--- src/rtl/opnd_pkg.sv ---
package opnd_pkg;

    localparam int FIELD_W = 12;
    localparam int IMM_W   = 8;
    localparam int ROT_W   = 4;
    localparam int SHAMT_W = 5;

    typedef enum logic [1:0] {
        SH_LSL = 2'b00,
        SH_LSR = 2'b01,
        SH_ASR = 2'b10,
        SH_ROR = 2'b11
    } shift_kind_e;

    typedef struct packed {
        logic [ROT_W-1:0]   rot;
        logic [IMM_W-1:0]   imm;
        logic [SHAMT_W-1:0] shamt;
        shift_kind_e        kind;
        logic               by_reg;
    } field_t;

    function automatic field_t split_field(input logic [FIELD_W-1:0] f);
        field_t r;
        r.rot    = f[11:8];
        r.imm    = f[7:0];
        r.shamt  = f[11:7];
        r.kind   = shift_kind_e'(f[6:5]);
        r.by_reg = f[4];
        return r;
    endfunction

endpackage

--- src/rtl/opnd_ror.sv ---
module opnd_ror #(
    parameter int W  = 32,
    parameter int SW = 5
) (
    input  logic [W-1:0]  val,
    input  logic [SW-1:0] amt,
    output logic [W-1:0]  res
);

    logic [W-1:0] stg [SW+1];

    assign stg[0] = val;

    for (genvar i = 0; i < SW; i++) begin : g_stage
        localparam int D = (1 << i) % W;
        if (D == 0) begin : g_pass
            assign stg[i+1] = stg[i];
        end else begin : g_rot
            assign stg[i+1] = amt[i] ? ((stg[i] >> D) | (stg[i] << (W - D))) : stg[i];
        end
    end

    assign res = stg[SW];

endmodule

--- src/rtl/opnd_imm_expand.sv ---
module opnd_imm_expand
    import opnd_pkg::*;
#(
    parameter int DATA_W = 32
) (
    input  logic [IMM_W-1:0]  imm,
    input  logic [ROT_W-1:0]  rot,
    input  logic              carry_in,
    output logic [DATA_W-1:0] value,
    output logic              carry
);

    localparam int RA_W = ROT_W + 1;

    logic [DATA_W-1:0] base;
    logic [RA_W-1:0]   rot_amt;
    logic [DATA_W-1:0] rotated;

    assign base    = DATA_W'(imm);
    assign rot_amt = {rot, 1'b0};

    opnd_ror #(.W(DATA_W), .SW(RA_W)) u_ror (
        .val (base),
        .amt (rot_amt),
        .res (rotated)
    );

    always_comb begin
        value = rotated;
        carry = (rot == '0) ? carry_in : rotated[DATA_W-1];
    end

endmodule

--- src/rtl/opnd_shift_core.sv ---
module opnd_shift_core
    import opnd_pkg::*;
#(
    parameter int DATA_W = 32,
    parameter int AMT_W  = 8
) (
    input  logic [DATA_W-1:0] rm,
    input  shift_kind_e       kind,
    input  logic [AMT_W-1:0]  amt,
    input  logic              carry_in,
    output logic [DATA_W-1:0] result,
    output logic              carry
);

    localparam int SH_W = $clog2(DATA_W);

    logic [SH_W-1:0]   lo;
    logic              at_width;
    logic              past_width;
    logic [DATA_W-1:0] rot_val;
    logic              sign;

    assign lo         = amt[SH_W-1:0];
    assign at_width   = (amt == AMT_W'(DATA_W));
    assign past_width = (amt >  AMT_W'(DATA_W));
    assign sign       = rm[DATA_W-1];

    opnd_ror #(.W(DATA_W), .SW(SH_W)) u_ror (
        .val (rm),
        .amt (lo),
        .res (rot_val)
    );

    always_comb begin
        result = rm;
        carry  = carry_in;
        if (amt != '0) begin
            unique case (kind)
                SH_LSL: begin
                    if (past_width) begin
                        result = '0;
                        carry  = 1'b0;
                    end else if (at_width) begin
                        result = '0;
                        carry  = rm[0];
                    end else begin
                        result = rm << lo;
                        carry  = rm[DATA_W - int'(lo)];
                    end
                end
                SH_LSR: begin
                    if (past_width) begin
                        result = '0;
                        carry  = 1'b0;
                    end else if (at_width) begin
                        result = '0;
                        carry  = sign;
                    end else begin
                        result = rm >> lo;
                        carry  = rm[lo - 1'b1];
                    end
                end
                SH_ASR: begin
                    if (past_width || at_width) begin
                        result = {DATA_W{sign}};
                        carry  = sign;
                    end else begin
                        result = DATA_W'($signed(rm) >>> lo);
                        carry  = rm[lo - 1'b1];
                    end
                end
                SH_ROR: begin
                    result = rot_val;
                    carry  = rot_val[DATA_W-1];
                end
                default: begin
                    result = rm;
                    carry  = carry_in;
                end
            endcase
        end
    end

endmodule

--- src/rtl/opnd_src2_unit.sv ---
module opnd_src2_unit
    import opnd_pkg::*;
#(
    parameter int DATA_W = 32,
    parameter int AMT_W  = 8
) (
    input  logic                clk,
    input  logic                rst_n,
    input  logic                imm_sel,
    input  logic [FIELD_W-1:0]  op_field,
    input  logic [DATA_W-1:0]   rm_val,
    input  logic [DATA_W-1:0]   rs_val,
    input  logic                carry_in,
    output logic [DATA_W-1:0]   operand,
    output logic                carry_out
);

    typedef struct packed {
        logic [DATA_W-1:0] val;
        logic              cy;
    } result_t;

    field_t            fld;
    logic [DATA_W-1:0] imm_val;
    logic              imm_cy;
    logic [AMT_W-1:0]  shift_amt;
    logic [DATA_W-1:0] sh_val;
    logic              sh_cy;
    result_t           res_d;
    result_t           res_q;
    logic              unused_bits;

    assign fld         = split_field(op_field);
    assign unused_bits = ^rs_val[DATA_W-1:AMT_W];

    opnd_imm_expand #(.DATA_W(DATA_W)) u_imm (
        .imm      (fld.imm),
        .rot      (fld.rot),
        .carry_in (carry_in),
        .value    (imm_val),
        .carry    (imm_cy)
    );

    always_comb begin
        shift_amt = fld.by_reg ? rs_val[AMT_W-1:0] : AMT_W'(fld.shamt);
    end

    opnd_shift_core #(.DATA_W(DATA_W), .AMT_W(AMT_W)) u_shift (
        .rm       (rm_val),
        .kind     (fld.kind),
        .amt      (shift_amt),
        .carry_in (carry_in),
        .result   (sh_val),
        .carry    (sh_cy)
    );

    always_comb begin
        if (imm_sel) begin
            res_d.val = imm_val;
            res_d.cy  = imm_cy;
        end else begin
            res_d.val = sh_val;
            res_d.cy  = sh_cy;
        end
    end

    always_ff @(posedge clk or negedge rst_n) begin
        if (!rst_n) begin
            res_q <= '0;
        end else begin
            res_q <= res_d;
        end
    end

    assign operand   = res_q.val;
    assign carry_out = res_q.cy;

    // unrotated constant passes the byte through with the old carry
    a_r2_imm_plain: assert property (@(posedge clk) disable iff (!rst_n)
        ($past(rst_n) && $past(imm_sel) && ($past(op_field[11:8]) == 4'h0))
        |-> (operand == DATA_W'($past(op_field[7:0])) && carry_out == $past(carry_in)));

    // rotated constant carries its own top bit
    a_r3_imm_carry: assert property (@(posedge clk) disable iff (!rst_n)
        ($past(rst_n) && $past(imm_sel) && ($past(op_field[11:8]) != 4'h0))
        |-> (carry_out == operand[DATA_W-1] && $countones(operand) == $countones($past(op_field[7:0]))));

    // register amount of zero leaves the register and carry untouched
    a_r6_zero_pass: assert property (@(posedge clk) disable iff (!rst_n)
        ($past(rst_n) && !$past(imm_sel) && $past(op_field[4]) && ($past(rs_val[AMT_W-1:0]) == '0))
        |-> (operand == $past(rm_val) && carry_out == $past(carry_in)));

    // left shift beyond the width clears value and carry
    a_r7_lsl_far: assert property (@(posedge clk) disable iff (!rst_n)
        ($past(rst_n) && !$past(imm_sel) && $past(op_field[4]) && ($past(op_field[6:5]) == 2'b00)
         && ($past(rs_val[AMT_W-1:0]) > AMT_W'(DATA_W)))
        |-> (operand == '0 && !carry_out));

    // arithmetic shift at or beyond the width gives uniform sign copies
    a_r8_asr_fill: assert property (@(posedge clk) disable iff (!rst_n)
        ($past(rst_n) && !$past(imm_sel) && $past(op_field[4]) && ($past(op_field[6:5]) == 2'b10)
         && ($past(rs_val[AMT_W-1:0]) >= AMT_W'(DATA_W)))
        |-> ((($countones(operand) == 0) || ($countones(operand) == DATA_W))
             && carry_out == $past(rm_val[DATA_W-1])));

    // outputs hold their value while a reset-free edge sees the same inputs
    a_r10_stable: assert property (@(posedge clk) disable iff (!rst_n)
        ($past(rst_n) && $stable(imm_sel) && $stable(op_field) && $stable(rm_val)
         && $stable(rs_val) && $stable(carry_in))
        |=> $stable(operand));

endmodule

--- config.mk ---
export PLATFORM = sky130hd
export DESIGN_NAME = opnd_src2_unit
export DESIGN_NICKNAME = d
export VERILOG_FILES = /design/src/rtl/opnd_pkg.sv /design/src/rtl/opnd_ror.sv /design/src/rtl/opnd_imm_expand.sv /design/src/rtl/opnd_shift_core.sv /design/src/rtl/opnd_src2_unit.sv
export SDC_FILE = /design/constraint.sdc
export NUM_CORES = 1
export LEC_CHECK = 0
export ABC_AREA = 1
export BUFFER_PORTS_ARGS = -buffer_cell sky130_fd_sc_hd__buf_2
export CAP_MARGIN = 0
export CORE_ASPECT_RATIO = 1.5
export CORE_MARGIN = 3
export CORE_UTILIZATION = 65
export DETAILED_ROUTE_END_ITERATION = 10
export GPL_TIMING_DRIVEN = 0
export PLACE_DENSITY = 0.93
export SYNTH_ARGS = -nofsm -noshare
export SYNTH_HDL_FRONTEND = slang
export SYNTH_SLANG_ARGS = --single-unit
--- constraint.sdc ---
create_clock -name clk -period 1.2 [get_ports clk]
set_clock_uncertainty 0.1 [all_clocks]
set_input_delay 0.06 -clock clk [delete_from_list [all_inputs] [get_ports clk]]
set_output_delay 0.06 -clock clk [all_outputs]
set_load 0.1 [all_outputs]
==> reports/metrics.cfg, run 1 <==
[global_routing]
grt_pass1_vias = 16200
grt_max_degree = 34
overflow = 1052
grt_pass1_wl_um = 98300
track_usage = 0.963

[synthesis]
ys_seq_elements = 33
synthTopCellsByArea = nand3_1 (31%), nand2_1 (21%), dfrtp_1 (11%)
yosys.area.top_type = nand3_1
synth.top_cell.area_share = 0.314
synth_edf_count = 0
synth_cells = 1467
ys_seq_area_frac = 0.108
syn_area_um2 = 7670
synth_warnings = 0
yosysMostFrequentCell = nand3_1
yosys-top-cells-count = nand3_1 (481), nand2_1 (435), inv_1 (107)
syn_nets = 1548
ys_types = 43
ys_async_sr_fraction = 1.00
ys_dominant_reg_cell = dfrtp_1
synth_area_per_cell_um2 = 5.23

[placement]
io_buffers = 84
placed_cell_area_um2 = 8390
hpwlAfterDp_um = 31200
gp_congestion = 1.55

[clock_network]
cts_made_buffers = 5
clockRootBuffer = clkbuf_16
cts_sinks = 33
htree_levels = 2
clockBufferDepth = 2

[outcome]
stop_stage = global routing (5_1_grt)
tool.error = [ERROR GRT-0116] Global routing finished with congestion. Check the congestion regions in the DRC Viewer.
status = stopped before the end

[die]
ios = 113
die_y_um = 139
row_count = 48
start_util = 0.665
die_w_um = 94.7

## through the flow
step | hold WS [ps] | worst slack [ps] | setup TNS [ps] | std cells | util
4_1_cts | 17.8 | -629 | -16090 | 1760 | 0.928
3_5_place_dp | 22.0 | -1420 | -37290 | 1701 | 0.728
3_3_place_gp | 6.81 | -1380 | -35740 | 1701 | 0.728
2_1_floorplan | -336 | -789 | -17440 | 1467 | -
## logic make-up after synthesis
logic type | synth area share
flops | 0.108
fa+ha+maj | 0.00163
buf+inv | 0.131
compound gates | 0.130
xor+xnor | 0.00229
simple gates | 0.627
## routing by layer
metal,GRT overflow,global-route usage
met5,0,0.440
met4,225,1.04
met3,13,0.739
met2,794,1.25
met1,20,0.851
## repair_timing
item,4_1_cts
gates resized for setup,388
buffers inserted,45
cloned,7
hold endpoints to repair,33
setup endpoints to repair,33
hold buffers,1
pin swaps,73
==> inputs of run 2 (changes only) <==
--- a/config.mk
+++ b/config.mk
@@ -8,12 +8,11 @@
 export ABC_AREA = 1
 export BUFFER_PORTS_ARGS = -buffer_cell sky130_fd_sc_hd__buf_2
 export CAP_MARGIN = 0
-export CORE_ASPECT_RATIO = 1.5
 export CORE_MARGIN = 3
-export CORE_UTILIZATION = 65
+export CORE_UTILIZATION = 40
 export DETAILED_ROUTE_END_ITERATION = 10
 export GPL_TIMING_DRIVEN = 0
-export PLACE_DENSITY = 0.93
+export PLACE_DENSITY_LB_ADDON = 0.15
 export SYNTH_ARGS = -nofsm -noshare
 export SYNTH_HDL_FRONTEND = slang
 export SYNTH_SLANG_ARGS = --single-unit
==> run 2 against run 1 <==
Effect of this change:
- the flow now finishes, with violations (DRC, setup timing)
- synthesized area stayed put
- synthesized cell count unchanged
==> reports/metrics.cfg, run 2 <==
[outcome]
status = finished with violations  ; was stopped before the end
violations = DRC, setup timing

[clock_network]
cts_tree = done
clockBufferDepth = 2  ; unchanged
htree_levels = 2  ; unchanged
cts_made_buffers = 5  ; unchanged
clockRootBuffer = clkbuf_16  ; unchanged
cts_sinks = 33  ; unchanged
clkTransAtPathRegs_ps = 50

[worst_setup_path]
cp_slowest_cell = nand4_1
crit_top_cell = buf_12
worstSetupPathType = input pin to flip-flop
cp_data_arrival_time_ps = 2080
max_stage_delay_ps = 290
end_kind = flip-flop
crit_chain = buf_12 > inv_12 > nand2_8 > nand2_4 > buf_8 > buf_12 > ha_4 > nand2_4 > nor2_4 > buf_12 > nand2_8 > buf_12 > buf_8 > o21ai_2 > inv_1 > nand4_1 > nand2_1 > nand2_1
start_kind = input pin
crit_fanout = 8
cp.required_ps = 1270

[drt]
vias = 13200
drt_first_pass_iters = 11
vias_per_cell = 7.04
drcViolationCount = 1
wl_um = 58100
wl_per_cell_um = 31.1
drtIter0Drc = 2120
ant_nets = 0

[synthesis]
ys_async_sr_fraction = 1.00  ; unchanged
ys_types = 43  ; unchanged
synthTopCellsByArea = nand3_1 (31%), nand2_1 (21%), dfrtp_1 (11%)  ; unchanged
syn_nets = 1548  ; unchanged
synth_warnings = 0  ; unchanged
syn_area_um2 = 7670  ; unchanged
ys_dominant_reg_cell = dfrtp_1  ; unchanged
ys_seq_area_frac = 0.108  ; unchanged
synth.top_cell.area_share = 0.314  ; unchanged
yosys.area.top_type = nand3_1  ; unchanged
synth_area_per_cell_um2 = 5.23  ; unchanged
synth_cells = 1467  ; unchanged
ys_seq_elements = 33  ; unchanged
yosysMostFrequentCell = nand3_1  ; unchanged
synth_edf_count = 0  ; unchanged
yosys-top-cells-count = nand3_1 (481), nand2_1 (435), inv_1 (107)  ; unchanged

[placement]
io_buffers = 84  ; unchanged
dp_cells = 1785  ; was 1701
hpwlAfterDp_um = 40100  ; was 31200 um
gp_congestion = 1.12  ; was 1.55
placed_cell_area_um2 = 8500  ; was 8390 um2

[global_routing]
grt_pass1_wl_um = 78900
grt_max_degree = 34
overflow = 0
antenna_found_initial = 2
grt_pass1_vias = 11800
track_usage = 0.524

[die]
die_w_um = 144  ; was 94.7 um
row_count = 50  ; was 48
design.core.area_um2 = 18800
die_y_um = 144  ; was 139 um
die-area_um2 = 20900
ios = 113  ; unchanged
start_util = 0.408  ; was 0.665

[power]
power_mw = 11.1
ir_drop_mv = 0.484
p_per_area_nw_per_um2 = 915
p_leak_nw = 5.91

[hold_path]
min_to = operand[6]
min_path_type = input pin to flip-flop
hold_depth = 5
worstHoldStart = rm_val[6]

[timing]
fin_crit_ps = 2010
rsz0062_at_grt = yes
timing.final.crit_share = 1.68
timing.hold.ws_ps = 14.2
worst_pin_slew_ps = 1000
fmax_ghz = 0.497
maxSlewHeadroom = 0.325
fin_ws_ps = -811
drv_slew = 0
setup_viol = 33
hold_violations = 0

[layout]
synthToLayoutAreaGrowth_pct = 58.8
final_cell_mix = nand2_1 (343), nand3_1 (279), nand3_2 (172)
largest_reg_flops = 32
fin_area_um2 = 12200
multi_input_area_um2 = 7950
drive_gt1_frac = 0.422
mostFrequentLayoutCell = nand2_1
fin_cells = 1869
seqCellArea_um2 = 826
fill_cells = 1737
nNetsFinal = 1715

[job]
drv_cap = 0

-- run 2: cell counts after synthesis --
Identical to the previous run, type by type.
-- run 2: worst max-delay path by stage --
stage                start     endpoint  slack, ps  cells after the start
3_5_place_dp    rm_val[31]  operand[29]      -1600                     11
2_1_floorplan  op_field[4]    carry_out       -790                     21
6_report       op_field[4]   operand[3]       -810                     18
3_3_place_gp    rm_val[31]  operand[29]      -1620                     11
4_1_cts        op_field[4]    carry_out       -700                     20
5_1_grt        op_field[4]    carry_out       -830                     20
-- run 2: metrics by stage --
| step | util | setup slack (ps) | setup TNS, ps |
|---|---|---|---|
| floorplan | - | -789 | -17440 |
| global placement | 0.453 | -1620 | -45870 |
| detailed placement | 0.453 | -1600 | -44960 |
| CTS | 0.589 | -703 | -18510 |
| global route | 0.649 | -829 | -23290 |
| finish | 0.649 | -811 | -22650 |
-- run 2: worst max-delay path: cells and delay by family --
kind	cells	cell delay, ps
buffers and inverters	8	890
adder cells (fa/ha/maj)	1	170
AND/OR/NAND/NOR	8	870
AO/OA/AOI/OAI	1	60
-- run 2: kinds of logic after synthesis --
family / synth area share
AOI/OAI and AO/OA: 0.130
buffers and inverters: 0.131
DFF: 0.108
adders and majority gates: 0.00163
xor gates and xnor gates: 0.00229
and+or+nand+nor: 0.627
-- run 2: report_power, final --
| part | switching, mW | total, mW | internal [mW] |
|---|---|---|---|
| Combinational | 6.12 | 8.60 | 2.48 |
| Clock | 0.442 | 1.25 | 0.812 |
| Sequential | 0.0407 | 1.29 | 1.25 |
| Total | 6.60 | 11.1 | 4.54 |
-- run 2: final cells by class --
cell class / instances / share of cell area
Sequential cell: 33 / 0.0678
Clock buffer: 7 / 0.0117
Tap cell: 234 / 0.0240
Multi-Input combinational cell: 1224 / 0.653
Timing Repair Buffer: 164 / 0.120
Antenna cell: 1 / 0.000206
Inverter: 119 / 0.0425
Buffer: 87 / 0.0809
-- run 2: repair_timing --
item                                    CTS  global route
endpoints found under the hold margin    34             0
gates cloned                              8             1
endpoints found under the setup margin   37            52
gates resized for setup                 425           245
hold buffers                              2             0
pin swaps                               106            94
setup buffers                            56            17
-- run 2: layer usage --
layer,part of all wire,vias to the layer above,track usage
met2,0.40,1369,0.780
met3,0.16,472,0.206
li1,-,5306,-
met5,0.00010,-,0.00957
met1,0.33,6006,0.610
met4,0.11,2,0.378
(Power assumes the default switching activity.)
